`config.mk`:
```
export PLATFORM = sky130hd
export DESIGN_NAME = par_fifo_bridge
export DESIGN_NICKNAME = d
export VERILOG_FILES = /design/src/rtl/pfb_pkg.sv /design/src/rtl/pfb_sync.sv /design/src/rtl/pfb_strobe.sv /design/src/rtl/pfb_fifo.sv /design/src/rtl/pfb_holdoff.sv /design/src/rtl/par_fifo_bridge.sv
export SDC_FILE = /design/constraint.sdc
export NUM_CORES = 1
export LEC_CHECK = 0
export ABC_AREA = 1
export BUFFER_PORTS_ARGS = -buffer_cell sky130_fd_sc_hd__buf_2
export CAP_MARGIN = 5
export CORE_MARGIN = 8
export CORE_UTILIZATION = 54
export CTS_BUF_LIST = sky130_fd_sc_hd__clkbuf_8
export CTS_CLUSTER_DIAMETER = 30
export DETAILED_ROUTE_END_ITERATION = 16
export PLACE_DENSITY = 0.71
export SLEW_MARGIN = 40
export SYNTH_ARGS = -nofsm -noshare
export SYNTH_HDL_FRONTEND = slang
export SYNTH_SLANG_ARGS = --single-unit
```
`constraint.sdc`:
```
create_clock -name clk -period 2.55 [get_ports clk]
set_clock_uncertainty 0.1 [all_clocks]
set_input_delay 0.255 -clock clk [delete_from_list [all_inputs] [get_ports clk]]
set_output_delay 0.255 -clock clk [all_outputs]
set_load 0.02 [all_outputs]
```
`src/rtl/pfb_pkg.sv`:
```
// Shared defaults and helpers for the parallel byte bridge.
package pfb_pkg;
    localparam int unsigned PFB_BYTE_W      = 8;
    localparam int unsigned PFB_FIFO_DEPTH  = 16;
    localparam int unsigned PFB_SYNC_STAGES = 2;
    localparam int unsigned PFB_HOLD_CYCLES = 4;

    // Bits needed to index n items (at least one bit).
    function automatic int unsigned pfb_ptr_w(input int unsigned n);
        return (n < 2) ? 1 : $clog2(n);
    endfunction
endpackage

```
`src/rtl/pfb_sync.sv`:
```
// Multi-stage synchroniser for an asynchronous vector.
// Assumes a multi-bit vector is held stable by its source long enough
// that all bits settle in the same sample (true for the host bus here).
module pfb_sync #(
    parameter int unsigned      WIDTH     = 1,
    parameter int unsigned      STAGES    = 2,
    parameter logic [WIDTH-1:0] RESET_VAL = '0
) (
    input  logic             clk,
    input  logic             rst_n,
    input  logic [WIDTH-1:0] d,
    output logic [WIDTH-1:0] q
);
    for (genvar g = 0; g < STAGES; g++) begin : g_stage
        logic [WIDTH-1:0] r;
        if (g == 0) begin : g_first
            // First stage samples the asynchronous input.
            always_ff @(posedge clk) begin
                if (!rst_n) r <= RESET_VAL;
                else        r <= d;
            end
        end else begin : g_next
            // Later stages let metastability settle.
            always_ff @(posedge clk) begin
                if (!rst_n) r <= RESET_VAL;
                else        r <= g_stage[g-1].r;
            end
        end
    end

    assign q = g_stage[STAGES-1].r;
endmodule

```
`src/rtl/pfb_strobe.sv`:
```
// Synchronises one host strobe and keeps its previous synchronised value,
// so the parent can detect either edge. Reset loads the idle level.
module pfb_strobe #(
    parameter int unsigned STAGES   = 2,
    parameter logic        IDLE_LVL = 1'b1
) (
    input  logic clk,
    input  logic rst_n,
    input  logic pin,
    output logic now,
    output logic prev
);
    pfb_sync #(.WIDTH(1), .STAGES(STAGES), .RESET_VAL(IDLE_LVL)) u_sync (
        .clk  (clk),
        .rst_n(rst_n),
        .d    (pin),
        .q    (now)
    );

    // One-cycle history of the synchronised level for edge detection.
    always_ff @(posedge clk) begin
        if (!rst_n) prev <= IDLE_LVL;
        else        prev <= now;
    end
endmodule

```
`src/rtl/pfb_fifo.sv`:
```
// Single-clock FIFO with a combinational head. A push when full and a pop
// when empty are ignored. Any depth of 2 or more is accepted.
module pfb_fifo
    import pfb_pkg::*;
#(
    parameter int unsigned WIDTH = 8,
    parameter int unsigned DEPTH = 16
) (
    input  logic             clk,
    input  logic             rst_n,
    input  logic             push,
    input  logic [WIDTH-1:0] din,
    input  logic             pop,
    output logic [WIDTH-1:0] dout,
    output logic             full,
    output logic             empty
);
    localparam int unsigned PTR_W = pfb_ptr_w(DEPTH);
    localparam int unsigned CNT_W = PTR_W + 1;
    localparam logic [PTR_W-1:0] LAST = PTR_W'(DEPTH - 1);

    logic [WIDTH-1:0] mem [DEPTH];
    logic [PTR_W-1:0] wptr, rptr;
    logic [CNT_W-1:0] count;
    logic             do_push, do_pop;

    assign do_push = push && !full;
    assign do_pop  = pop && !empty;
    assign full    = (count == CNT_W'(DEPTH));
    assign empty   = (count == '0);
    assign dout    = mem[rptr];

    // Storage write at the tail.
    always_ff @(posedge clk) begin
        if (do_push) mem[wptr] <= din;
    end

    // Pointer advance with explicit wrap.
    always_ff @(posedge clk) begin
        if (!rst_n) begin
            wptr <= '0;
            rptr <= '0;
        end else begin
            if (do_push) wptr <= (wptr == LAST) ? '0 : wptr + 1'b1;
            if (do_pop)  rptr <= (rptr == LAST) ? '0 : rptr + 1'b1;
        end
    end

    // Fill level tracking.
    always_ff @(posedge clk) begin
        if (!rst_n) count <= '0;
        else if (do_push && !do_pop) count <= count + 1'b1;
        else if (do_pop && !do_push) count <= count - 1'b1;
    end
endmodule

```
`src/rtl/pfb_holdoff.sv`:
```
// Post-cycle hold-off timer. busy is high in the start cycle and for
// HOLD further clocks. A new start reloads the count.
module pfb_holdoff
    import pfb_pkg::*;
#(
    parameter int unsigned HOLD = 4
) (
    input  logic clk,
    input  logic rst_n,
    input  logic start,
    output logic busy
);
    localparam int unsigned CNT_W = pfb_ptr_w(HOLD + 1);

    logic [CNT_W-1:0] cnt;

    // Load on start, then count down to zero.
    always_ff @(posedge clk) begin
        if (!rst_n)          cnt <= '0;
        else if (start)      cnt <= CNT_W'(HOLD);
        else if (cnt != '0)  cnt <= cnt - 1'b1;
    end

    assign busy = start || (cnt != '0);
endmodule

```
`src/rtl/par_fifo_bridge.sv`:
```
// Host-strobed parallel byte bridge.
// The host reads the receive FIFO with an active-low strobe (the falling
// edge pops) and writes the transmit FIFO with an active-high strobe (the
// falling edge commits). Both strobes and the bus are synchronised into
// clk. Assumes the host holds each strobe level for more than SYNC_STAGES+1
// clocks and keeps the bus stable until SYNC_STAGES clocks after WR falls.
module par_fifo_bridge
    import pfb_pkg::*;
#(
    parameter int unsigned DATA_W      = PFB_BYTE_W,
    parameter int unsigned FIFO_DEPTH  = PFB_FIFO_DEPTH,
    parameter int unsigned SYNC_STAGES = PFB_SYNC_STAGES,
    parameter int unsigned HOLD_CYCLES = PFB_HOLD_CYCLES
) (
    input  logic              clk,
    input  logic              rst_n,
    input  logic              host_rd_n,
    input  logic              host_wr,
    input  logic [DATA_W-1:0] host_data_in,
    output logic [DATA_W-1:0] host_data_out,
    output logic              host_data_oe,
    output logic              host_rxf_n,
    output logic              host_txe_n,
    input  logic [DATA_W-1:0] rx_in_data,
    input  logic              rx_in_valid,
    output logic              rx_in_ready,
    output logic [DATA_W-1:0] tx_out_data,
    output logic              tx_out_valid,
    input  logic              tx_out_ready
);
    logic              rd_now, rd_prev, wr_now, wr_prev;
    logic [DATA_W-1:0] bus_sync;
    logic              rd_pop_evt, rd_done, wr_commit;
    logic              rx_full, rx_empty, tx_full, tx_empty;
    logic [DATA_W-1:0] rx_head;
    logic              rx_hold, tx_hold;
    logic [DATA_W-1:0] out_byte;
    logic              oe_q;

    // Strobe synchronisers, each reset to its idle level.
    pfb_strobe #(.STAGES(SYNC_STAGES), .IDLE_LVL(1'b1)) u_rd (
        .clk(clk), .rst_n(rst_n), .pin(host_rd_n), .now(rd_now), .prev(rd_prev)
    );
    pfb_strobe #(.STAGES(SYNC_STAGES), .IDLE_LVL(1'b0)) u_wr (
        .clk(clk), .rst_n(rst_n), .pin(host_wr), .now(wr_now), .prev(wr_prev)
    );

    // Bus synchroniser with the same latency as the strobes.
    pfb_sync #(.WIDTH(DATA_W), .STAGES(SYNC_STAGES), .RESET_VAL('0)) u_bus (
        .clk(clk), .rst_n(rst_n), .d(host_data_in), .q(bus_sync)
    );

    assign rd_pop_evt = rd_prev && !rd_now;
    assign rd_done    = !rd_prev && rd_now;
    assign wr_commit  = wr_prev && !wr_now;

    // Receive path: chip side pushes, host falling read edge pops.
    pfb_fifo #(.WIDTH(DATA_W), .DEPTH(FIFO_DEPTH)) u_rx_fifo (
        .clk  (clk),
        .rst_n(rst_n),
        .push (rx_in_valid),
        .din  (rx_in_data),
        .pop  (rd_pop_evt),
        .dout (rx_head),
        .full (rx_full),
        .empty(rx_empty)
    );

    // Transmit path: host falling write edge pushes, chip side pops.
    pfb_fifo #(.WIDTH(DATA_W), .DEPTH(FIFO_DEPTH)) u_tx_fifo (
        .clk  (clk),
        .rst_n(rst_n),
        .push (wr_commit),
        .din  (bus_sync),
        .pop  (tx_out_ready),
        .dout (tx_out_data),
        .full (tx_full),
        .empty(tx_empty)
    );

    // Flag hold-off timers started at the end of each host cycle.
    pfb_holdoff #(.HOLD(HOLD_CYCLES)) u_rx_hold (
        .clk(clk), .rst_n(rst_n), .start(rd_done), .busy(rx_hold)
    );
    pfb_holdoff #(.HOLD(HOLD_CYCLES)) u_tx_hold (
        .clk(clk), .rst_n(rst_n), .start(wr_commit), .busy(tx_hold)
    );

    // Capture the popped byte. A read on an empty FIFO keeps the old one.
    always_ff @(posedge clk) begin
        if (!rst_n)                       out_byte <= '0;
        else if (rd_pop_evt && !rx_empty) out_byte <= rx_head;
    end

    // Drive enable follows the read strobe, starting once the byte is loaded.
    always_ff @(posedge clk) begin
        if (!rst_n) oe_q <= 1'b0;
        else        oe_q <= !rd_now && !rd_pop_evt;
    end

    assign host_data_out = out_byte;
    assign host_data_oe  = oe_q;
    assign host_rxf_n    = rx_empty || !rd_now || rx_hold;
    assign host_txe_n    = tx_full || wr_now || tx_hold;
    assign rx_in_ready   = !rx_full;
    assign tx_out_valid  = !tx_empty;
endmodule

```
=== Word-level counts from Yosys, hierarchy flattened ===
Memories as Yosys holds them, arrays and structs flattened. A register that Yosys moved wholly into a read port is not among the register bits.
Index checks and enable logic that the tools add are counted.

* Register bits: 55
* Latch bits: 0
* Bits in writable memories: 256
* ROM bits: 0
* Bits of input ports: 22
* Output and inout port bits: 21
* Logic and storage cells: 97
* Memories: 2

{| class="wikitable"
|+ Memories
! name !! words !! bits a word !! read ports !! clocked after memory_dff !! wr ports !! RTL line !! RTL
|-
| u_rx_fifo.mem || 16 || 8 || 1 || 1 || 1 || pfb_fifo.sv:22 || <nowiki>logic [WIDTH-1:0] mem [DEPTH];</nowiki>
|-
| u_tx_fifo.mem || 16 || 8 || 1 || 1 || 1 || pfb_fifo.sv:22 ||
|}

* $add $sub $neg: 10
* Multipliers: 0
* Div/mod/pow operators: 0
* Magnitude comparators: 0
* Eq/ne operators: 6
* Shift-type cells: 0
* Muxes and demuxes: 18
* Bitwise gates (word level): 1
* Reduce and logical (&&, ||, !) cells: 41

{| class="wikitable"
|+ Operator list
! kind !! count
|-
| $mux W4 || 6
|-
| $mux W5 || 4
|-
| $add A4 B1 Y4 const B || 4
|-
| $eq A4 B4 Y1 const B || 4
|-
| $logic_not A1 Y1 || 13
|-
| $logic_and A1 B1 Y1 || 12
|-
| $mux W3 || 4
|-
| $add A5 B1 Y5 const B || 2
|-
| $eq A5 B5 Y1 const B || 2
|-
| $logic_not A5 Y1 || 2
|-
| $sub A5 B1 Y5 const B || 2
|-
| $reduce_bool A2 Y1 || 4
|-
| $logic_or A1 B1 Y1 || 6
|-
| $reduce_bool A3 Y1 || 2
|-
| $sub A3 B1 Y3 const B || 2
|-
| $mux W1 || 4
|-
| $reduce_or A2 Y1 || 2
|-
| $not A1 Y1 || 1
|}

=== Depth between registers and ports, before layout ===
Gate-level depths: netlist of the first run.

* Depth after elaboration: 7
* Gate-level depth with buffers: 12
* Mapped depth without buffers: 12

=== Hierarchy ===
Synthesis of the first run repeated with hierarchy kept, for this count alone.

* Cell total of the unflattened synthesis: 1431
* Area, all modules: 14078.5 µm²

{| class="wikitable"
|+ Modules (own cells, without submodules)
! module !! times used !! cells each !! area each (µm²) !! sequential area each (µm²)
|-
| pfb_fifo (u_rx_fifo) || 1 || 624 || 6327.3 || 4184.0
|-
| pfb_fifo (u_tx_fifo) || 1 || 623 || 6319.8 || 4184.0
|-
| pfb_sync (u_bus) || 1 || 50 || 484.2 || 320.3
|-
| par_fifo_bridge || 1 || 66 || 426.7 || 180.2
|-
| pfb_holdoff || 2 || 25 || 177.7 || 60.1
|-
| pfb_sync (u_rd.u_sync ...) || 2 || 6 || 55.1 || 40.0
|-
| pfb_strobe || 2 || 3 || 27.5 || 20.0
|}

=== Worst setup path before layout of the first run ===
OpenSTA, ideal clock, no wires.

* Kind: flip-flop to flip-flop
* Start point: register u_tx_fifo.count[0]
* End point: register u_tx_fifo.count[4]
* Library setup time: 0.132 ns
* Arrival time: 2.114 ns
* Required time: 2.318 ns
* Slack: 0.204 ns
* Cell stages (with the launch flop): 12
* Path buffers: 0
* Period minus slack after synthesis: 2.346 ns
* Cell sequence: dfxtp_1 -> nor2_1 -> nand4_1 -> nand2_1 -> ha_1 -> inv_1 -> ha_1 -> a21oi_1 -> o21ai_1 -> and2_1 -> o21bai_1 -> a21oi_1

* Word-level cells in the longest chain between the ends: 6
* Elaborated cells between the ends (all ways): 15
* Classes of those cells: 2 x add/sub; 1 x eq/ne; 2 x mux; 10 x reduce/logical

{| class="wikitable"
|+ Ends and longest elaborated chain
! what !! RTL line !! RTL
|-
| start, declared || pfb_fifo.sv:24 || <nowiki>logic [CNT_W-1:0] count;</nowiki>
|-
| start signal, assigned || pfb_fifo.sv:52 || <nowiki>else if (do_push && !do_pop) count <= count + 1'b1;</nowiki>
|-
| start signal, assigned || pfb_fifo.sv:53 || <nowiki>else if (do_pop && !do_push) count <= count - 1'b1;</nowiki>
|-
| $logic_not A5 Y1 * || pfb_fifo.sv:30 || <nowiki>assign empty = (count == '0);</nowiki>
|-
| $logic_not A1 Y1 * || -- ||
|-
| via tx_out_valid || par_fifo_bridge.sv:28 || <nowiki>output logic tx_out_valid,</nowiki>
|-
| $logic_and A1 B1 Y1 * || pfb_fifo.sv:28 || <nowiki>assign do_pop = pop && !empty;</nowiki>
|-
| $logic_not A1 Y1 || pfb_fifo.sv:52 ||
|-
| $logic_and A1 B1 Y1 || pfb_fifo.sv:52 ||
|-
| $mux W5 / $reduce_bool A2 Y1 (equally long branches) || -- ||
|}

Mark *: on every way through the listed nets, which the timed path passes. The rest lies on a longest branch. The select of a mux whose other input is x is not followed.
A chain may end at the register's enable or synchronous reset.

==> results, run 1 <==
- The via count is 9,358.
- After detailed routing, the number of remaining DRC violations is 0.
- VDD sags by at most around 0.73 mV.
- Yosys attributes the largest share of cell area to sky130_fd_sc_hd__edfxtp_1 (56%), sky130_fd_sc_hd__dfxtp_1 (9.8%), sky130_fd_sc_hd__nand2_1 (8.3%).
- The worst register-to-register path has a setup slack of between 0.15 and 0.2 ns.
- The proportion of netlist area held by the largest area contributor is a little under three fifths.
- Once the floorplan was initialized, standard cells occupied a little over half of the core.
- In this run the worst path has a maximum fanout of 64.
- For the pin with the worst max-slew slack, the measured transition is ~0.80 ns.
- The maximum clock insertion buffer count is 3.
- The final weighted congestion in routability-driven placement is 0.825.
- The signal on the critical path passes through buf_12 > o211ai_1 > nand3_1 > nand3_1 > nand2_1 > buf_2.
- The detailed router finished its first iteration with approximately 880 violations.
- The average via count per standard cell is between 5 and 6.
- The post-layout minimum cycle time is around 2.4 ns.
- In the synthesized netlist the async set-or-reset flop fraction comes to 0%.
- STA classifies the critical path endpoint as an output pin.
- After Yosys synthesis, full adders, half adders and majority gates account for under 10% of the synthesized area.
- The run finished with clean final reports.
- The number of flops mapped to enable cells by yosys is about 260.
- Cells with a size suffix above 1 make up between 10% and 20% of the layout.
- The post-synthesis share of cell area spent on and, or, nand and nor gates is 16.8%.
- The synthesized netlist devotes 0.835% of its cell area to XOR and XNOR gates.
- The arrival time reported for the critical path endpoint is around 2 ns.
- Counting every instance in the synthesized netlist gives 1,311.
- The first global-routing pass estimated around 46 mm of wire.
- The number of different library cells used by synthesis comes to 31.
- The die covers 0.0306 mm2.
- The HPWL reported at the end of detailed placement is 18.0 mm.
- The number of antenna violations at the first check in global routing is 0.
- The layout net count is between 1,000 and 1,500.
- The critical path's most frequent cell is sky130_fd_sc_hd__nand3_1.
- The total of fill cells in the finished design is 1,993.
- Timing would allow up to roughly 420 MHz.
- For this run, the number of Yosys warnings is 0.
- Once placement completed, the tool counted placed cells totaling ~1,700.
- The average cell area after synthesis is 10.4 um2.
- The multiplexer share of the synthesized area is 0%.
- TritonCTS built the clock tree.
- Global routing finished with a remaining overflow of 0.
- Summing the areas of all compound-gate instances in the mapped netlist gives 5.71% of the synthesized area.
- The top-level I/O count is 43.
- The floorplan step defined a core boundary enclosing 0.0250 mm2.
- Buffers placed on the I/O ports in this run total 42.
- The path class of the tightest hold or removal check is input pin to flop.
- The setup slack after placement is ~0.16 ns.
- Across all setup checks in the final design, the least slack found is about 0.16 ns.
- The leakage power figure is around 6.6 nW.
- The detailed-route wire length per cell is roughly 17 um.
- In this run the core area contains slightly below 60 standard-cell rows.
- The die boundary width is approximately 170 um.
- The worst endpoint required time is 2.19 ns.
- The tree is rooted in a sky130_fd_sc_hd__clkbuf_8.
- The number of buffers created by CTS is between 50 and 60.
- The global-route usage over all layers is roughly a fifth.
- The final number of max-transition violations was 0.
- The count of state elements after synthesis is ~320.
- The end point of the critical path is tx_out_data[7].
- 0 antenna diodes ended up in the layout.
- The largest stage delay on the critical path is 0.34 ns.
- The first TritonRoute pass finished after 7 iterations.
- The clock reaches the later pin of the worst-skew pair after about 0.59 ns.
- In this run the power density over the cells is between 800 and 900 mW/mm2.
- In the finished design, the share of the clock period the worst path needs comes to between 90% and 100%.
- The main combinational cell family by area after synthesis is simple AND/OR/NAND/NOR gates.
- Setup repair after global routing could not meet its margin everywhere.
- The proportion of synthesized chip area in sequential cells is roughly two thirds.
- Entering global routing, the biggest net connects 68 pins.
- The startpoint identified for the worst register-to-register timing path is u_rx_fifo.count[0].
- After clock tree synthesis, the clock-pin slew on the worst setup and hold paths is approximately 0.060 ns.
- CTS built an H-tree with a depth of 2.
- The worst setup path is launched from a flop.
- Yosys instantiated no cell more often than sky130_fd_sc_hd__nand2_1.
- Setup violations remaining at the end of the flow were counted as 0.
- Across the run, the number of max-cap violations was 0.
- Counting every net in the synthesized netlist gives ~1,400.
- The area of the mapped netlist is approximately 0.014 mm2.
- The library cell occupying the most area in the post-synthesis netlist is sky130_fd_sc_hd__edfxtp_1.
- The end of the worst register-to-register path is u_rx_fifo.count[3].
- The critical path's slowest cell is sky130_fd_sc_hd__dfxtp_2.
- After detailed routing, the total wire length is around 30 mm.
- The via count of the first global-routing pass is between 8,000 and 9,000.
- The number of clock sinks is 323.
- Measured against its own limit, the worst slew margin works out to a little under half.
- The leading register cell type out of synthesis is sky130_fd_sc_hd__edfxtp_1.
- The critical path is of the flop to output pin type.
- Excluding fillers, the count of instances in the completed layout stands at between 1,500 and 2,000.
- The number of endpoints with negative hold slack in the final report is 0.
- Measured along the y axis, the die boundary spans between 150 and 200 um.
- The count of cells along the worst register-to-register path is 12.
- The synthesis-to-layout area growth is 15.3%.
- In this run the remaining antenna-violating nets after routing total 0.
- The commonest cells after synthesis are sky130_fd_sc_hd__nand2_1 (301), sky130_fd_sc_hd__edfxtp_1 (256), sky130_fd_sc_hd__inv_1 (192), sky130_fd_sc_hd__nand3_1 (148), sky130_fd_sc_hd__nor2_1 (75).
==> layout by cell type (no fill, tap or decap), types with 33 or more instances in the layout <==
cell type / n
sky130_fd_sc_hd__o21ai_0: 33
sky130_fd_sc_hd__nand2_1: 301
sky130_fd_sc_hd__inv_1: 204
sky130_fd_sc_hd__buf_2: 42
sky130_fd_sc_hd__a21oi_1: 54
sky130_fd_sc_hd__dfxtp_1: 63
sky130_fd_sc_hd__clkbuf_8: 57
sky130_fd_sc_hd__nand3_1: 148
sky130_fd_sc_hd__nor2_1: 75
sky130_fd_sc_hd__edfxtp_1: 256
==> registers in the layout, summed over array words and instances (netlist names), 4 cells and up, named ones only <==
| signal | flops |
|---|---|
| u_tx_fifo.rptr | 4 |
| u_rx_fifo.rptr | 4 |
| host_data_out | 8 |
| u_tx_fifo.wptr | 4 |
| u_rx_fifo.mem | 128 |
| u_bus.g_stage.r | 8 |
| u_bus.q | 8 |
| u_tx_fifo.count | 5 |
| u_rx_fifo.wptr | 4 |
| u_rx_fifo.count | 5 |
| u_tx_fifo.mem | 128 |
==> timing repair <==
action	CTS	global route
resized for setup	0	4
hold buffers	17	0
endpoints found under the hold margin	64	0
buffers inserted	0	1
endpoints found under the setup margin	0	9
==> worst max-delay path, delay by kind of cell (launching register included) <==
family                 cells  cell delay, ns
buffers and inverters      2            0.41
and+or+nand+nor            3            0.44
AOI/OAI and AO/OA          1            0.20
DFF                        1            0.34
==> report_power, final <==
group	internal, mW	switching [mW]
clock	2.93	2.12
combinational	1.00	1.78
sequential	5.90	0.203
total	9.84	4.10
==> cell type report <==
| type | count | area (um2) | share of cell area, % |
|---|---|---|---|
| tap | 330 | 413 | 2.63 |
| clock inverter | 46 | 443 | 2.82 |
| sequential | 323 | 9040 | 57.5 |
| clock buffer | 57 | 785 | 4.99 |
| inverter | 206 | 776 | 4.93 |
| timing repair buffer | 96 | 728 | 4.63 |
| multi-input combinational | 724 | 3550 | 22.5 |
==> metrics by stage <==
| stage | utilization, % | TNS [ns] | hold slack, ns | total power, mW | cell area [um2] |
|---|---|---|---|---|---|
| detailed placement | 57.3 | 0 | 0.295 | 8.92 | 14300 |
| finish | 63.0 | 0 | 0.0264 | 13.9 | 15700 |
| global route | 63.0 | -0.00283 | 0.00979 | 14.6 | 15700 |
| floorplan | - | 0 | 0.253 | 8.15 | 13600 |
| CTS | 62.9 | 0 | 0.00118 | 14.0 | 15700 |
| global placement | 57.3 | 0 | 0.293 | 8.84 | 14300 |
==> cells by family after synthesis <==
logic type,Yosys count
fa+ha+maj,27
compound gates,139
xor+xnor,13
simple gates,545
buf+inv,264
flops,323
==> worst min-delay path by stage <==
stage / start / end / slack [ns] / cells past startpoint
after global routing: rx_in_data[7] / u_rx_fifo.mem[6][7] / 0.01 / 1
final: rx_in_data[0] / u_rx_fifo.mem[10][0] / 0.03 / 1
after floorplan: host_data_in[0] / u_bus.g_stage[0].r[0] / 0.25 / 2
after CTS: rx_in_data[1] / u_rx_fifo.mem[11][1] / 0.001 / 1
after detailed placement: u_bus.g_stage[0].r[4] / u_bus.q[4] / 0.30 / 2
after global placement: u_bus.g_stage[0].r[3] / u_bus.q[3] / 0.29 / 2
==> layer usage <==
metal  global-route usage [%]  vias to the layer above  share of wire, %
met4                     5.09                        0               1.6
li1                         -                     4537                 -
met2                     31.9                      350                49
met1                     24.3                     4426                42
met5                        0                        -                 0
met3                     4.34                       45               8.1
(Power assumes the default switching activity.)
==> run 2: changes to the inputs <==
--- a/config.mk
+++ b/config.mk
@@ -8,12 +8,13 @@
 export ABC_AREA = 1
 export BUFFER_PORTS_ARGS = -buffer_cell sky130_fd_sc_hd__buf_2
 export CAP_MARGIN = 5
-export CORE_MARGIN = 8
+export CORE_MARGIN = 5
 export CORE_UTILIZATION = 54
 export CTS_BUF_LIST = sky130_fd_sc_hd__clkbuf_8
 export CTS_CLUSTER_DIAMETER = 30
 export DETAILED_ROUTE_END_ITERATION = 16
 export PLACE_DENSITY = 0.71
+export REMOVE_ABC_BUFFERS = 1
 export SLEW_MARGIN = 40
 export SYNTH_ARGS = -nofsm -noshare
 export SYNTH_HDL_FRONTEND = slang
==> run 2 against run 1 <==
Against the previous run: cell count grew 0.95%; design area grew 0.26%; utilization is essentially flat; clock power shrank 6.1%; critical endpoint is now tx_out_data[4]; worst setup slack gained 0.032 ns; die area shrank 6.7%.
==> results, run 2 (same netlist as run 1, synthesis figures left out) <==
- The remaining routing DRC violations is 0.
- The final weighted congestion in routability-driven placement is between 0.8 and 0.9.
- The number of rows created at floorplan is 58.
- The longest clock path from root to sink contains 3 buffers.
- The clock tree from TritonCTS is done.
- STA classifies the critical path startpoint as a flop.
- Setup repair after global routing left no endpoint under its margin.
- After detailed routing, the total wire length is between 20 and 30 mm.
- The clock network accounts for a little over a third of the total power.
- STA classifies the critical path endpoint as an output pin.
- The portion of total power attributed to sequential cells is between 40% and 50%.
- The launch point of the worst hold path is rst_n.
- Input and output buffers added on the ports amount to between 40 and 50.
- Clock tree synthesis inserted a total of between 50 and 60 buffers.
- The final number of max-transition violations came to 0.
- The slew of the pin with the lowest slew margin is 0.800 ns.
- The design draws about 14 mW.
- The tree is rooted in a sky130_fd_sc_hd__clkbuf_8.
- After legalization and detailed placement, the total HPWL measured roughly 18 mm.
- The y dimension of the die is 169 um.
- Dividing the detail-routed wire length by the instance count gives 16.0 um.
- The count of nets left with antenna violations after detail routing is 0.
- The average via count per standard cell is just over 5.
- The category of the critical setup timing path is flop to output pin.
- The setup slack after placement is 0.154 ns.
- The share of the clock period used by the worst path after layout is 92.5%.
- The highest fanout seen on the critical path is between 70 and 80.
- In this run the critical register-to-register path is captured at u_rx_fifo.count[3].
- The initial utilization of the core area, before any placement, comes to 54.5%.
- The maximum clock frequency is ~420 MHz.
- The total setup violations reported at the end of the flow is 0.
- The via count is between 9,000 and 10,000.
- The layout net count is around 1,500.
- The commonest non-fill, non-tap cell in the layout is sky130_fd_sc_hd__nand2_1.
- The design internal power is 9.54 mW.
- The total met3 wirelength after detailed routing is around 1.9 mm.
- Before antenna repair, the detailed router went through 5 iterations.
- The flow ran to the end, and the final reports show no timing, DRC or antenna violations.
- The die boundary width is 169 um.
- Entering global routing, the biggest net connects 78 pins.
- The logic gate share of total power is ~20%.
- For this run the aggregate overflow at the end of global routing stands at 0.
- The worst path setup slack after routing is around 0.19 ns.
- The number of cells on the worst hold path is 4.
- In the layout the commonest cells are sky130_fd_sc_hd__nand2_1 (301), sky130_fd_sc_hd__edfxtp_1 (256), sky130_fd_sc_hd__inv_1 (212).
- The number of endpoints with negative hold slack in the final report came to 0.
- Clock tree synthesis found a total of 323 sinks.
- Compared with the post-synthesis result, the final layout area differs by 15.6%.
- In this run the critical register-to-register path is launched from u_rx_fifo.count[0].
- The H-tree was split into 2 levels.
- The die covers 0.0285 mm2.
- For this block, the initial DRC count from the detailed router was a little under 900.
- The standard cell core area is between 0.02 and 0.03 mm2.
- The power density over cell area is 860 mW/mm2.
- The top-level I/O count is 43.
- The destination of the worst hold path is u_bus.q[2].
- The global-route usage over all layers is between 20% and 30%.
- The min-delay analysis places its worst path in the category input pin to flop.
- Wire segments on met2 add up to ~14 mm in the final route.
- Of the cells placed in the final design, the portion with a size suffix greater than 1 is between 10% and 20%.
- The count of cells along the worst register-to-register path is 12.
- Max-cap violations in this run came to 0.
- The layout has a little under 2,000 filler cells.
- For the worst setup path, the data required time is 2.19 ns.
- The diode insertion count for antenna repair is 0.
- The top metal layer carrying routed signals is met4.
- The largest registers in the layout are u_rx_fifo.mem x128, u_tx_fifo.mem x128.
- The later-pin clock latency in the skew report is 0.58 ns.
- The max-slew headroom at the worst pin is 46.3%.
- After clock tree synthesis, the clock-pin slew on the worst setup and hold paths is roughly 0.06 ns.
- The length of routed wiring on met1 is ~13 mm.
- Net switching is a little under 30% of the power.
- Across all register-to-register paths, the minimum setup slack is around 0.21 ns.
- The analysis attributes to cell leakage a power of between 6 and 7 nW.
- The arrival time reported for the critical path endpoint is 2.00 ns.
- The number of antenna violations at the first check in global routing is 0.
- The first global-routing pass estimated 46.3 mm of wire.
- Summed over all nets, the switching power comes to approximately 4 mW.
- The via count of the first global-routing pass came to 9,052.
- VDD sags by at most 0.590 mV.
- The post-layout minimum cycle time is approximately 2.4 ns.
- The final design utilization is between 60% and 70%.
-- run 2: through the flow --
stage / TNS (ns) / cells / hold slack, ns / cell area, um2
2_1_floorplan: -7.73 / 1253 / 0.244 / 13300
3_3_place_gp: 0 / 1670 / 0.298 / 14400
3_5_place_dp: 0 / 1670 / 0.302 / 14400
4_1_cts: 0 / 1797 / 0.0699 / 15700
5_1_grt: 0 / 1799 / 0.0947 / 15800
6_report: 0 / 1799 / 0.0965 / 15800
-- run 2: layer usage --
metal	vias to the layer above	global-route usage, %
li1	4568	-
met1	4421	28.2
met2	285	32.5
met3	41	4.11
met4	0	6.25
met5	-	0
-- run 2: what timing repair did --
action                     CTS  global route
hold endpoints to repair   139             0
buffers inserted             0             2
gates resized for setup      0             4
hold buffers                20             0
setup endpoints to repair    0             6
-- run 2: power by group through the flow --
stage / Combinational [mW] / Sequential (mW) / Clock (mW)
floorplan: 1.64 / 6.39 / 0
CTS: 2.71 / 6.11 / 4.82
global placement: 2.59 / 6.20 / 0
finish: 2.71 / 6.11 / 4.74
detailed placement: 2.67 / 6.21 / 0
global route: 3.06 / 6.14 / 5.11
-- run 2: area by class of cell --
cell class | count | area [um2] | area share [%]
clock buffer | 64 | 881 | 5.59
tap | 330 | 413 | 2.62
inverter | 206 | 776 | 4.92
clock inverter | 43 | 297 | 1.88
timing repair buffer | 109 | 826 | 5.24
multi-input combinational | 724 | 3540 | 22.4
sequential | 323 | 9040 | 57.3
-- run 2: worst max-delay path by stage --
stage	slack [ns]	from	endpoint
after floorplan	-0.68	flop	tx_out_data[5]
after global placement	0.24	u_wr.prev	u_tx_fifo.count[4]
after detailed placement	0.15	u_wr.prev	u_tx_fifo.count[4]
after CTS	0.08	flop	tx_out_data[1]
after global routing	0.009	u_rx_fifo.count[0]	u_rx_fifo.count[3]
final	0.19	flop	tx_out_data[4]
-- run 2: worst max-delay path, stage by stage, from the launching register on --
cell and delay [ns]:
sky130_fd_sc_hd__dfxtp_4 0.37, sky130_fd_sc_hd__buf_12 0.27, sky130_fd_sc_hd__a21oi_1 0.12, sky130_fd_sc_hd__o21ai_1 0.12, sky130_fd_sc_hd__nand3_1 0.16, sky130_fd_sc_hd__nand3_1 0.15, sky130_fd_sc_hd__nand2_1 0.06, sky130_fd_sc_hd__buf_2 0.15
